### config.mk
export PLATFORM = sky130hd
export DESIGN_NAME = win_capture
export DESIGN_NICKNAME = d
export VERILOG_FILES = /design/src/rtl/wcap_pkg.sv /design/src/rtl/wcap_wrap_cnt.sv /design/src/rtl/wcap_ctrl.sv /design/src/rtl/win_capture.sv
export SDC_FILE = /design/constraint.sdc
export NUM_CORES = 1
export LEC_CHECK = 0
export BUFFER_PORTS_ARGS = -buffer_cell sky130_fd_sc_hd__buf_2
export CORE_AREA = 4 4 105 107
export CTS_CLUSTER_DIAMETER = 120
export DETAILED_ROUTE_END_ITERATION = 6
export DIE_AREA = 0 0 109 111
export PLACE_DENSITY = 0.75
export RECOVER_POWER = 100
export SYNTH_ARGS = -nofsm -noshare
export SYNTH_HDL_FRONTEND = slang
export SYNTH_SLANG_ARGS = --single-unit
### constraint.sdc
create_clock -name clk -period 2.6 [get_ports clk]
set_clock_uncertainty 0.05 [all_clocks]
set_input_delay 0.52 -clock clk [delete_from_list [all_inputs] [get_ports clk]]
set_output_delay 0.52 -clock clk [all_outputs]
set_load 0.1 [all_outputs]
### src/rtl/wcap_pkg.sv
package wcap_pkg;
   typedef enum logic [0:0] {
      CAP_IDLE = 1'b0,
      CAP_RUN  = 1'b1
   } cap_state_e;
endpackage

### src/rtl/wcap_wrap_cnt.sv
module wcap_wrap_cnt #(
   parameter int W = 8
) (
   input  logic         clk,
   input  logic         rst_n,
   input  logic         clr,
   input  logic         inc,
   input  logic [W-1:0] last_val,
   output logic [W-1:0] cnt,
   output logic         at_last
);
   assign at_last = (cnt == last_val);

   always_ff @(posedge clk) begin
      if (!rst_n || clr) begin
         cnt <= '0;
      end else if (inc) begin
         cnt <= at_last ? '0 : cnt + 1'b1;
      end
   end
endmodule

### src/rtl/wcap_ctrl.sv
module wcap_ctrl
   import wcap_pkg::*;
#(
   parameter int NF_W = 11
) (
   input  logic            clk,
   input  logic            rst_n,
   input  logic            trig,
   input  logic [NF_W-1:0] n_frames,
   input  logic            final_beat,
   output logic            busy,
   output logic            done,
   output logic            start,
   output logic [NF_W-1:0] nf_q
);
   cap_state_e state;

   assign busy  = (state == CAP_RUN);
   assign start = (state == CAP_IDLE) && trig && (n_frames != '0);

   always_ff @(posedge clk) begin
      if (!rst_n) begin
         state <= CAP_IDLE;
         done  <= 1'b0;
         nf_q  <= '0;
      end else begin
         done <= 1'b0;
         case (state)
            CAP_IDLE: begin
               if (start) begin
                  state <= CAP_RUN;
                  nf_q  <= n_frames;
               end
            end
            CAP_RUN: begin
               if (final_beat) begin
                  state <= CAP_IDLE;
                  done  <= 1'b1;
               end
            end
            default: state <= CAP_IDLE;
         endcase
      end
   end
endmodule

### src/rtl/win_capture.sv
module win_capture #(
   parameter int LANES         = 4,
   parameter int SAMPLE_W      = 32,
   parameter int FRAME_SAMPLES = 512,
   parameter int NF_W          = 11
) (
   input  logic                      clk,
   input  logic                      rst_n,
   input  logic [LANES*SAMPLE_W-1:0] s_data,
   input  logic                      s_valid,
   output logic                      s_ready,
   input  logic                      trig,
   input  logic [NF_W-1:0]           n_frames,
   output logic [LANES*SAMPLE_W-1:0] m_tdata,
   output logic                      m_tvalid,
   input  logic                      m_tready,
   output logic                      m_tlast,
   output logic                      busy,
   output logic                      done
);
   localparam int BEATS  = FRAME_SAMPLES / LANES;
   localparam int BEAT_W = (BEATS > 1) ? $clog2(BEATS) : 1;

   if ((FRAME_SAMPLES % LANES) != 0) begin : g_bad_frame
      $error("FRAME_SAMPLES must be a multiple of LANES");
   end
   if (BEATS < 2) begin : g_bad_beats
      $error("a frame must span at least two beats");
   end
   if (NF_W < 1) begin : g_bad_nf
      $error("NF_W must be at least 1");
   end

   logic              start;
   logic              hs;
   logic              beat_last;
   logic              frame_last;
   logic              final_beat;
   logic [BEAT_W-1:0] beat_cnt;
   logic [NF_W-1:0]   frame_cnt;
   logic [NF_W-1:0]   nf_q;

   assign hs         = busy && s_valid && m_tready;
   assign final_beat = hs && beat_last && frame_last;

   wcap_ctrl #(.NF_W(NF_W)) u_ctrl (
      .clk        (clk),
      .rst_n      (rst_n),
      .trig       (trig),
      .n_frames   (n_frames),
      .final_beat (final_beat),
      .busy       (busy),
      .done       (done),
      .start      (start),
      .nf_q       (nf_q)
   );

   wcap_wrap_cnt #(.W(BEAT_W)) u_beat (
      .clk      (clk),
      .rst_n    (rst_n),
      .clr      (start),
      .inc      (hs),
      .last_val (BEAT_W'(BEATS - 1)),
      .cnt      (beat_cnt),
      .at_last  (beat_last)
   );

   wcap_wrap_cnt #(.W(NF_W)) u_frame (
      .clk      (clk),
      .rst_n    (rst_n),
      .clr      (start),
      .inc      (hs && beat_last),
      .last_val (nf_q - 1'b1),
      .cnt      (frame_cnt),
      .at_last  (frame_last)
   );

   assign s_ready  = busy ? m_tready : 1'b1;
   assign m_tvalid = busy && s_valid;
   assign m_tdata  = s_data;
   assign m_tlast  = m_tvalid && beat_last;
endmodule

== Word level (Yosys, flattened, before mapping) ==
Cells that the tools add are included.
Widths: inputs -> output; s select.

* Div/mod/pow operators: 0
* Shift operators: 0
* Mux-type cells: 7
* Eq/ne operators: 2
* Order comparisons: 0
* Add/sub/neg operators: 3
* Reductions and logical operators: 12
* Bitwise logic cells: 1
* $mul: 0

{| class="wikitable"
|+ Operator list
! kind !! number
|-
| $add 11x1->11 const B || 1
|-
| $eq 11x11->1 || 1
|-
| $mux 11 || 1
|-
| $reduce_bool 11->1 || 1
|-
| $sub 11x1->11 const B || 1
|-
| $add 7x1->7 const B || 1
|-
| $eq 7x7->1 const B || 1
|-
| $logic_and 1x1->1 || 7
|-
| $mux 7 || 1
|-
| $mux 1 || 4
|-
| $reduce_and 2->1 || 2
|-
| $pmux 1 s2 || 1
|-
| $logic_not 1->1 || 1
|-
| $logic_or 1x1->1 || 1
|-
| $not 1->1 || 1
|}

* Bits in read-only memories: 0
* Bits in latches: 0
* Memories: 0
* Logic and storage cells: 30
* Register bits after elaboration: 31
* Output and inout port bits: 133
* Bits in writable memories: 0

== Logic depth before layout (Yosys ltp) ==
Gate-level depths: netlist (run 1).

* Word-level depth: 6
* Gate-level depth with buffers: 8

== Modules after synthesis ==
From an unflattened synthesis (run 1), not the netlist that was laid out.

* Cells, all modules: 343
* Area total of the unflattened synthesis: 2880.3 sq um

{| class="wikitable"
|+ Modules (own cells, without submodules)
! module !! area each (sq um) !! instances !! cells each
|-
| win_capture || 1196.1 || 1 || 160
|-
| wcap_wrap_cnt (u_frame) || 733.2 || 1 || 82
|-
| wcap_ctrl || 560.5 || 1 || 58
|-
| wcap_wrap_cnt (u_beat) || 390.4 || 1 || 43
|}

== Worst setup path after synthesis (run 1) ==
No wires, ideal clock.

* Path kind: register -> output
* Start point: reg u_ctrl.state (netlist: u_ctrl.busy)
* End point: out m_tlast
* Data required time: 2.030 ns
* Path buffers: 0
* Slack: -0.729 ns
* Arrival time: 2.759 ns
* Cell stages (with the launch flop): 3
* Cell sequence: dfxtp_1 -> and2_1 -> and2_1

* Word-level cells in the longest chain between the ends: 2

{| class="wikitable"
|+ RTL lines
! element !! line !! RTL
|-
| from (decl) || wcap_ctrl.sv:16 || <nowiki>cap_state_e state;</nowiki>
|-
| from (signal assigned) || wcap_ctrl.sv:23 || <nowiki>state <= CAP_IDLE;</nowiki>
|-
| from (signal assigned) || wcap_ctrl.sv:31 || <nowiki>state <= CAP_RUN;</nowiki>
|-
| from (signal assigned) || wcap_ctrl.sv:37 || <nowiki>state <= CAP_IDLE;</nowiki>
|-
| $logic_and 1x1->1 || win_capture.sv:79 || <nowiki>assign m_tvalid = busy && s_valid;</nowiki>
|-
| named net m_tvalid || win_capture.sv:15 || <nowiki>output logic m_tvalid,</nowiki>
|-
| $logic_and 1x1->1 || win_capture.sv:81 || <nowiki>assign m_tlast = m_tvalid && beat_last;</nowiki>
|-
| to (decl) || win_capture.sv:17 || <nowiki>output logic m_tlast,</nowiki>
|}

The timed path passes the listed nets, and every way through them passes these cells.

== Worst setup path after layout (run 1) ==
* Start point: reg u_ctrl.nf_q[0]
* End point: reg u_frame.cnt[6]

* Word-level cells in the longest chain between the ends: 3

{| class="wikitable"
|+ RTL lines
! element !! line !! RTL
|-
| from (decl) || wcap_ctrl.sv:14 || <nowiki>output logic [NF_W-1:0] nf_q</nowiki>
|-
| from (signal assigned) || wcap_ctrl.sv:32 || <nowiki>nf_q <= n_frames;</nowiki>
|-
| $sub 11x1->11 || win_capture.sv:73 || <nowiki>.last_val (nf_q - 1'b1),</nowiki>
|-
| $eq 11x11->1 || wcap_wrap_cnt.sv:12 || <nowiki>assign at_last = (cnt == last_val);</nowiki>
|-
| $mux 11 || wcap_wrap_cnt.sv:18 || <nowiki>cnt <= at_last ? '0 : cnt + 1'b1;</nowiki>
|-
| to (signal assigned) || wcap_wrap_cnt.sv:18 ||
|-
| to (decl) || wcap_wrap_cnt.sv:9 || <nowiki>output logic [W-1:0] cnt,</nowiki>
|}

No other way between the ends.
A chain may end at the register's enable or synchronous reset.

==> results of run 1 <==
-- worst paths after layout --
| path | startpoint | endpoint | slack [ps] | cells after the start |
|---|---|---|---|---|
| max | u_ctrl.nf_q[0]$_SDFFE_PN0P_ | u_frame.cnt[6]$_SDFFE_PP0P_ | 130 | 9 |
| min | n_frames[5] | u_ctrl.nf_q[5]$_SDFFE_PN0P_ | 400 | 3 |
| max reg2reg | u_ctrl.nf_q[0]$_SDFFE_PN0P_ | u_frame.cnt[6]$_SDFFE_PP0P_ | 130 | 9 |
| min reg2reg | u_beat.cnt[0]$_SDFFE_PP0P_ | u_beat.cnt[0]$_SDFFE_PP0P_ | 440 | 2 |
-- synth_stat cells, types with 2 or more instances --
| cell | n |
|---|---|
| a21oi_1 | 4 |
| nand2b_1 | 2 |
| nor4_1 | 5 |
| a22o_1 | 6 |
| nand4_1 | 4 |
| or2_2 | 2 |
| o211ai_1 | 5 |
| inv_1 | 6 |
| a21boi_0 | 2 |
| xor2_1 | 12 |
| xnor2_1 | 14 |
| nor2_1 | 15 |
| nand2_1 | 24 |
| and3b_1 | 2 |
| buf_4 | 128 |
| clkbuf_1 | 6 |
| ha_1 | 3 |
| o21ai_0 | 6 |
| nor2b_1 | 2 |
| and3_1 | 5 |
| nor3_1 | 12 |
| nand3_1 | 3 |
| dfxtp_1 | 31 |
| and2_1 | 3 |
-- layout make-up --
type	instances	area [um^2]	area share (%)
clock inverters	1	5.00	0.243
flip-flops and latches	31	622	30.2
repair buffers	22	121	5.90
inverters	6	22.5	1.10
clock buffers	7	76.3	3.71
well taps	136	170	8.28
multi-input cells	155	1040	50.5
-- cell families (layout without fill, tap and decap cells) --
family	count (synthesis)	after routing	synth area share (%)
AND/OR/NAND/NOR	90	90	18.5
XOR/XNOR	26	26	8.51
flip-flops	31	31	23.2
buffers and inverters	142	36	38.2
AO/OA/AOI/OAI	36	36	10.2
adder cells (fa/ha/maj)	3	3	1.40
-- state kept, by name, indices dropped and copies added, names as in the netlist --
name,cells
u_ctrl.done,1
u_frame.cnt,11
u_ctrl.busy,1
u_ctrl.nf_q,11
u_beat.cnt,7
-- worst max-delay path: stages (launching register included) --
cell     delay, ps
dfxtp_1        340
inv_1           80
ha_2           230
or4b_4         510
nor4_1         180
o21ai_1        130
a211o_4        370
nor3_4         230
buf_12         150
nor3_1          50
-- layer usage --
metal / track usage, % / vias up / wire length (um)
met1: 8.05 / 772 / 1760
met5: 0 / - / 0
met2: 11.5 / 85 / 2140
li1: - / 758 / -
met4: 6.82 / 0 / 353
met3: 3.61 / 45 / 479
-- through the flow --
stage               std cells  util [%]
finish                    358      20.3
global route              358      20.3
CTS                       357      20.1
detailed placement        349      19.3
global placement          349      19.3
floorplan                 328         -
-- timing repair --
action / 4_1_cts / 5_1_grt
setup buffers: 0 / 1
gates resized for setup: 0 / 2
hold endpoints to repair: 0 / 0
endpoints found under the setup margin: 0 / 9
-- power by group through the flow --
stage,Sequential (W),Clock (W),Combinational [W]
after floorplan,0.000526,0,0.00107
after global placement,0.000523,0,0.000183
after detailed placement,0.000524,0,0.000190
after CTS,0.000514,0.000363,0.000191
after global routing,0.000517,0.000388,0.000210
final,0.000515,0.000352,0.000192
==> run_results.csv, run 1 <==
group,metric,value,unit
cts,cts_tree,"built",
sta,setup_viol,0,
worst_setup_path,critPathKind,"flop to flop",
yosys,synth-async-reset-ratio,0,%
power_and_ir_drop,leakage,0.709,nW
placement,gp_congestion,0.835,
sta,setup_tns,0,ps
placement,dpl_cell_area,1960,um^2
grt,gr-total-overflow,0,
power_and_ir_drop,ir_drop,0.273,mV
sta,setup_ws,125,ps
yosys,syn_inst,328,
yosys,syn_nets,475,
yosys,synth_edf_count,0,
power_and_ir_drop,p_clk_share,33.3,%
yosys,synth_top_area_cell,"buf_4",
floorplan,die_area,12100,um^2
cts,cts_root_buf,"clkbuf_8",
sta,hold_ws,403,ps
sta,worst_pin_slew,1170,ps
route,vias,1660,
yosys,syn_avg_cell_area,8.16,um^2
cts,clk_pin_slew,60,ps
route,routed_wl,4740,um
floorplan,die_w,109,um
cells_and_area,syn_to_final_growth,-23.2,%
status,status,"complete, no violations",
grt,grt_pass1_wl,7710,um
cells_and_area,final_cell_mix,"30 x dfxtp_1, 24 x nand2_1, 15 x nor2_1",
worst_setup_path,cp.arrival,2560,ps
floorplan,rows,37,
run,drv_cap,0,
yosys,synth_ff_type,"dfxtp_1",
placement,dp_hpwl,3660,um
power_and_ir_drop,comb_power_share,18.1,%
yosys,ys_warn_count,0,
cts,htreeDepth,2,
cells_and_area,fin_area,2060,um^2
power_and_ir_drop,pwr_density_cell,515,nW/um^2
placement,portBuffers,20,
grt,grt_antenna_before_repair,0,
cts,insertion_delay,280,ps
worst_setup_path,start_kind,"flop",
floorplan,start_util,26.4,%
cells_and_area,mostFrequentLayoutCell,"dfxtp_1",
sta,fmax,0.404,GHz
power_and_ir_drop,power,0.00106,W
route,drt_iter0_drc,113,
floorplan,die_y,111,um
yosys,yosysSeqAreaShare,23.2,%
yosys,ys_types,50,
cts,cts_made_buffers,5,
route,vias_per_cell,4.64,
sta,slew_viol_final,0,
yosys,syn_area,2680,um^2
placement,pre_cts_ws,89.0,ps
grt,grt_pass1_vias,1675,
cts,numClockSinks,31,
route,antenna_left,0,
power_and_ir_drop,p_switching,0.000306,W
power_and_ir_drop,p_seq_share,48.6,%
route,firstDrtPassIters,4,
yosys,synth_top_area_share,35.9,%
yosys,synth.area.top_cells,"buf_4 36%, dfxtp_1 23%, xnor2_1 4.6%, xor2_1 3.9%, nand2_1 3.4%",
cells_and_area,diodes,0,
route,post_drt_wl_per_cell,13.2,um
route,drc,0,
cts,cts_buffer_depth,2,
power_and_ir_drop,switching_share,28.9,%
floorplan,pin_count,277,
cells_and_area,post_route_cells_drive_above_1_share,16.2,%
cells_and_area,layout.nets,368,
worst_setup_path,cp_max_fo,9,
cells_and_area,n_fill_cell,1117,
sta,period_share,95.2,%
min_path,hp-class,"primary input to flop",
cts,cts-hold-fix-buffers,0,
power_and_ir_drop,power.internal,0.000753,W
floorplan,core_area,10100,um^2
sta,slew_headroom,22.5,%
worst_setup_path,cp.required,2680,ps
worst_setup_path,worstSetupEndpointType,"flop",
grt,grt_start_max_net_pins,19,
sta,min_period,2470,ps
sta,hold_violations,0,
grt,track_usage,7.75,%
yosys,synth_seq_cells,31,
Power figures use the tool's default switching activity.
==> inputs of run 2 (changes only) <==
--- a/config.mk
+++ b/config.mk
@@ -6,11 +6,13 @@
 export NUM_CORES = 1
 export LEC_CHECK = 0
 export BUFFER_PORTS_ARGS = -buffer_cell sky130_fd_sc_hd__buf_2
-export CORE_AREA = 4 4 105 107
+export CELL_PAD_IN_SITES_DETAIL_PLACEMENT = 1
+export CELL_PAD_IN_SITES_GLOBAL_PLACEMENT = 2
+export CORE_MARGIN = 4
+export CORE_UTILIZATION = 17
 export CTS_CLUSTER_DIAMETER = 120
 export DETAILED_ROUTE_END_ITERATION = 6
-export DIE_AREA = 0 0 109 111
-export PLACE_DENSITY = 0.75
+export PLACE_DENSITY = 0.94
 export RECOVER_POWER = 100
 export SYNTH_ARGS = -nofsm -noshare
 export SYNTH_HDL_FRONTEND = slang
==> run 2 against run 1 <==
Against the previous run: hold slack improved by 13 ps; routed wire length rose by 9.2%; global-route usage fell by 2.1 points; count of clock-buffer cells in the layout fell by 1.
==> run_results.csv, run 2 (synthesis gave the netlist of run 1 again) <==
group,metric,value,unit
status,status,"complete, no violations",
sta,period_share,94.3,%
placement,dp_hpwl,3940,um
cts,cts_buffer_depth,2,
floorplan,pin_count,277,
cells_and_area,n_fill_cell,1869,
cells_and_area,post_route_cells_drive_above_1_share,17.6,%
sta,slew_viol_final,0,
floorplan,die_w,133,um
route,drc,0,
grt,grt_pass1_wl,8460,um
grt,grt_antenna_before_repair,0,
cells_and_area,layout.nets,369,
cts,insertion_delay,280,ps
cts,numClockSinks,31,
min_path,hp-class,"primary input to flop",
route,routed_wl,5170,um
sta,setup_viol,0,
placement,portBuffers,20,
floorplan,die_y,133,um
cts,htreeDepth,2,
worst_setup_path,cp_max_fo,8,
grt,grt_start_max_net_pins,19,
grt,track_usage,5.69,%
grt,grt_pass1_vias,1726,
run,drv_cap,0,
floorplan,core_area,15300,um^2
sta,min_period,2450,ps
placement,gp_congestion,0.812,
route,drt_iter0_drc,55,
cells_and_area,top_regs,"u_ctrl.nf_q (11), u_frame.cnt (11), u_beat.cnt (7)",
cts,cts_tree,"built",
cells_and_area,diodes,0,
route,antenna_left,0,
sta,setup_tns,0,ps
sta,worst_pin_slew,1170,ps
cells_and_area,multi_input_area,1050,um^2
worst_setup_path,critPathKind,"flop to flop",
power_and_ir_drop,pwr_density_cell,578,nW/um^2
floorplan,rows,45,
sta,fmax,0.408,GHz
route,vias_per_cell,3.84,
cts,cts_made_buffers,5,
worst_setup_path,cp.required,2680,ps
cts,clk_pin_slew,50,ps
cells_and_area,mostFrequentLayoutCell,"dfxtp_1",
worst_setup_path,worstSetupEndpointType,"flop",
sta,slew_headroom,22.1,%
route,vias,1661,
cells_and_area,syn_to_final_growth,-16.7,%
worst_setup_path,start_kind,"flop",
cells_and_area,stdcell_count,433,
cells_and_area,final_cell_mix,"30 x dfxtp_1, 24 x nand2_1, 15 x nor2_1",
power_and_ir_drop,leakage,0.746,nW
sta,hold_violations,0,
floorplan,die_area,17800,um^2
route,post_drt_wl_per_cell,11.9,um
power_and_ir_drop,ir_drop,0.311,mV
floorplan,start_util,17.5,%
grt,gr-total-overflow,0,
cts,cts_root_buf,"clkbuf_16",
placement,dp_cells,424,
worst_setup_path,cp.arrival,2530,ps
cells_and_area,register_area,622,um^2
route,firstDrtPassIters,4,
==> run 2: cell types whose count changed in the layout (fill, tap and decap cells not counted) <==
cell,change
ha_4,+1
ha_2,-1
clkbuf_16,+5
nor4_2,+1
buf_12,-1
clkbuf_8,-4
nor4_1,-1
buf_6,+1
clkbuf_1,-2
buf_4,+1
==> run 2: power by group <==
part	internal, W	switching (W)
logic	0.0000785	0.000120
clock network	0.000372	0.000200
registers	0.000491	0.0000258
==> run 2: final cells by class <==
class / instances / share of cell area, %
Clock buffer: 6 / 6.24
Clock inverter: 1 / 0.225
Inverter: 6 / 1.01
Multi-Input combinational cell: 155 / 47.4
Sequential cell: 31 / 27.9
Tap cell: 211 / 11.9
Timing Repair Buffer: 23 / 5.39
==> run 2: worst max-delay path: stages (launching register included) <==
cell and delay (ps):
dfxtp_1 330, inv_1 120, ha_4 170, or4b_4 490, nor4_1 200, o21ai_1 140, a211o_4 380, nor3_4 210
buf_6 160, nor3_1 50
==> run 2: final timing paths <==
path                                             startpoint                           to  slack, ps  cells after the start
worst max-delay path            u_ctrl.nf_q[0]$_SDFFE_PN0P_  u_frame.cnt[8]$_SDFFE_PP0P_        150                      9
worst min register to register   u_beat.cnt[0]$_SDFFE_PP0P_   u_beat.cnt[0]$_SDFFE_PP0P_        450                      2
worst max register to register  u_ctrl.nf_q[0]$_SDFFE_PN0P_  u_frame.cnt[8]$_SDFFE_PP0P_        150                      9
worst min-delay path                            n_frames[9]  u_ctrl.nf_q[9]$_SDFFE_PN0P_        420                      2
==> run 2: per-layer routing <==
layer | global-route usage [%] | part of all wire (%)
met5 | 0 | 0
met1 | 6.24 | 39
met4 | 3.09 | 3.1
met3 | 2.79 | 10
met2 | 9.06 | 47
==> run 2: what timing repair did <==
action,4_1_cts,5_1_grt
hold buffers,0,0
setup endpoints to repair,5,10
buffers inserted,2,0
pin swaps,1,0
endpoints found under the hold margin,0,0
gates resized for setup,0,5
==> run 2: through the flow <==
step / instance area (um^2) / total power [W] / setup slack, ps / hold slack [ps] / util, %
6_report: 2230 / 0.00129 / 148 / 415 / 14.5
3_3_place_gp: 2050 / 0.000711 / 214 / 433 / 13.4
5_1_grt: 2230 / 0.00135 / -16.7 / 418 / 14.5
4_1_cts: 2210 / 0.00130 / 11.9 / 413 / 14.4
2_1_floorplan: 2680 / 0.00160 / 190 / 412 / -
3_5_place_dp: 2050 / 0.000720 / 24.9 / 443 / 13.4
==> inputs of run 3 (changes only) <==
--- a/config.mk
+++ b/config.mk
@@ -12,7 +12,7 @@
 export CORE_UTILIZATION = 17
 export CTS_CLUSTER_DIAMETER = 120
 export DETAILED_ROUTE_END_ITERATION = 6
-export PLACE_DENSITY = 0.94
+export PLACE_DENSITY_LB_ADDON = 0.1
 export RECOVER_POWER = 100
 export SYNTH_ARGS = -nofsm -noshare
 export SYNTH_HDL_FRONTEND = slang
==> constraint.sdc (replaced) <==
create_clock -name clk -period 2.5 [get_ports clk]
set_clock_uncertainty 0.05 [all_clocks]
set_input_delay 0.5 -clock clk [delete_from_list [all_inputs] [get_ports clk]]
set_output_delay 0.5 -clock clk [all_outputs]
set_load 0.1 [all_outputs]
==> run 3 against run 2 <==
Against the previous run: via count fell by 1.9%; final cell count rose by 2.3%; core utilization rose by 0.58 points; worst setup slack improved by 18 ps; sequential share of layout area fell by 1.1 points; first-iteration DRC count fell by 1.8%; sequential power rose by 3.9%; hold slack got worse by 20 ps; critical endpoint is now u_ctrl.busy$_SDFF_PN0_; highest routed layer unchanged.
==> run_results.csv, run 3 (synthesis gave the netlist of run 1 again) <==
group,metric,value,unit
grt,grt_pass1_vias,1777,
placement,dp_cells,435,
sta,fmax,0.428,GHz
worst_setup_path,cpPeakStageDelay,500,ps
route,vias,1629,
sta,hold_violations,0,
status,status,"complete, no violations",
worst_setup_path,r2r_end,"u_ctrl.busy$_SDFF_PN0_",
cells_and_area,syn_to_final_growth,-13.4,%
floorplan,pin_count,277,
route,drt_iter0_drc,54,
floorplan,die_y,133,um
cells_and_area,final_cell_mix,"30 x dfxtp_1, 24 x nand2_1, 14 x nor2_1, 14 x xnor2_1, 14 x buf_2",
power_and_ir_drop,pwr_density_cell,612,nW/um^2
sta,period_share,93.4,%
min_path,hold_end,"u_ctrl.nf_q[7]$_SDFFE_PN0P_",
worst_setup_path,worstSetupEndpointType,"flop",
floorplan,rows,45,
worst_setup_path,cp.arrival,2450,ps
floorplan,start_util,17.5,%
grt,gr-total-overflow,0,
min_path,hp-class,"primary input to flop",
worst_setup_path,path_cells,"inv_1 > ha_1 > or4b_4 > xnor2_1 > o32ai_1 > nor2_2 > nor3_4 > clkbuf_4 > o21bai_2",
route,vias_per_cell,3.68,
cells_and_area,layout.nets,378,
cts,htreeDepth,2,
power_and_ir_drop,ir_drop,0.195,mV
sta,rsz0062_at_grt,"no",
placement,portBuffers,20,
worst_setup_path,r2r-start,"u_ctrl.nf_q[0]$_SDFFE_PN0P_",
worst_setup_path,rrSetupSlack,170,ps
cts,numClockSinks,31,
cts,cts_tree,"built",
floorplan,die_area,17800,um^2
power_and_ir_drop,leakage,0.802,nW
cells_and_area,diodes,0,
min_path,hp-start,"n_frames[7]",
floorplan,die_w,133,um
worst_setup_path,cp_max_fo,5,
cells_and_area,stdcell_count,443,
worst_setup_path,cp.required,2620,ps
sta,min_period,2330,ps
cts,clk_pin_slew,60,ps
grt,track_usage,7.38,%
placement,dp_hpwl,4990,um
worst_setup_path,start_kind,"flop",
sta,setup_tns,0,ps
sta,slew_headroom,21.9,%
route,firstDrtPassIters,4,
placement,gp_congestion,0.638,
worst_setup_path,r2r_cells,9,
worst_setup_path,critPathKind,"flop to flop",
cells_and_area,register_area,622,um^2
run,drv_cap,0,
min_path,min_path_cells,2,
cells_and_area,mostFrequentLayoutCell,"dfxtp_1",
grt,grt_pass1_wl,10100,um
cts,cts_made_buffers,5,
floorplan,core_area,15300,um^2
grt,grt_start_max_net_pins,19,
sta,slew_viol_final,0,
cells_and_area,multi_input_area,1040,um^2
cts,cts_setup_buffers,0,
cells_and_area,top_regs,"u_ctrl.nf_q (11), u_frame.cnt (11), u_beat.cnt (7)",
cts,cts_buffer_depth,2,
worst_setup_path,slowest_stage,"or4b_4",
cts,insertion_delay,280,ps
sta,setup_viol,0,
route,routed_wl,6450,um
cells_and_area,n_fill_cell,1864,
route,antenna_left,0,
cts,cts_root_buf,"clkbuf_16",
sta,worst_pin_slew,1180,ps
grt,grt_antenna_before_repair,0,
cells_and_area,post_route_cells_drive_above_1_share,20.3,%
route,post_drt_wl_per_cell,14.6,um
route,drc,0,
run 3: changes by cell type in the layout (fill, tap and decap cells not counted), sizes merged:
cell,before,now
clkbuf,12,15
buf,17,25
clkinv,1,0
run 3: routing by layer:
metal  global-route usage, %  wire [um]
met5                       0          0
met4                    3.09        128
met3                    3.10        436
met1                    8.79       2850
met2                    11.7       3030
run 3: report_power, final:
| group | leakage (nW) | total (W) | internal [W] | switching (W) |
|---|---|---|---|---|
| sequential | 0.252 | 0.000537 | 0.000510 | 0.0000269 |
| clock | 0.0772 | 0.000653 | 0.000424 | 0.000229 |
| combinational | 0.473 | 0.000229 | 0.0000926 | 0.000136 |
| total | 0.802 | 0.00142 | 0.00103 | 0.000392 |
run 3: final cells by class:
| class | count | share of cell area (%) |
|---|---|---|
| Multi-Input combinational cell | 155 | 44.8 |
| Sequential cell | 31 | 26.9 |
| Tap cell | 211 | 11.4 |
| Timing Repair Buffer | 32 | 9.18 |
| Clock buffer | 8 | 6.75 |
| Inverter | 6 | 0.972 |
run 3: per-stage QoR:
step           setup slack, ps  hold slack [ps]  util [%]  instance area, um^2  total power, W
5_1_grt                   7.84              402      15.1                 2320         0.00150
6_report                   166              396      15.1                 2320         0.00142
2_1_floorplan              110              412         -                 2680         0.00166
3_3_place_gp               133              448      14.2                 2170        0.000787
3_5_place_dp              95.7              449      14.2                 2170        0.000782
4_1_cts                   87.5              386      15.2                 2330         0.00147
run 3: worst max-delay path: cells and delay by family, from the launching register on:
family | cells | cell delay [ps]
xor+xnor | 1 | 140
flops | 1 | 300
simple gates | 3 | 880
fa+ha+maj | 1 | 190
buf+inv | 2 | 240
compound gates | 2 | 410
run 3: what timing repair did:
item	CTS	global route
hold buffers	0	0
setup endpoints to repair	0	8
resized for setup	0	1
run 3: how the worst max path moves through the flow:
stage	start	to	slack, ps
floorplan	u_ctrl.busy$_SDFF_PN0_	m_tlast	110
global placement	u_ctrl.nf_q[0]$_SDFFE_PN0P_	u_frame.cnt[10]$_SDFFE_PP0P_	130
detailed placement	u_ctrl.nf_q[0]$_SDFFE_PN0P_	u_frame.cnt[9]$_SDFFE_PP0P_	100
CTS	u_ctrl.nf_q[0]$_SDFFE_PN0P_	u_frame.cnt[9]$_SDFFE_PP0P_	90
global route	u_ctrl.nf_q[0]$_SDFFE_PN0P_	u_ctrl.busy$_SDFF_PN0_	8
finish	u_ctrl.nf_q[0]$_SDFFE_PN0P_	u_ctrl.busy$_SDFF_PN0_	170
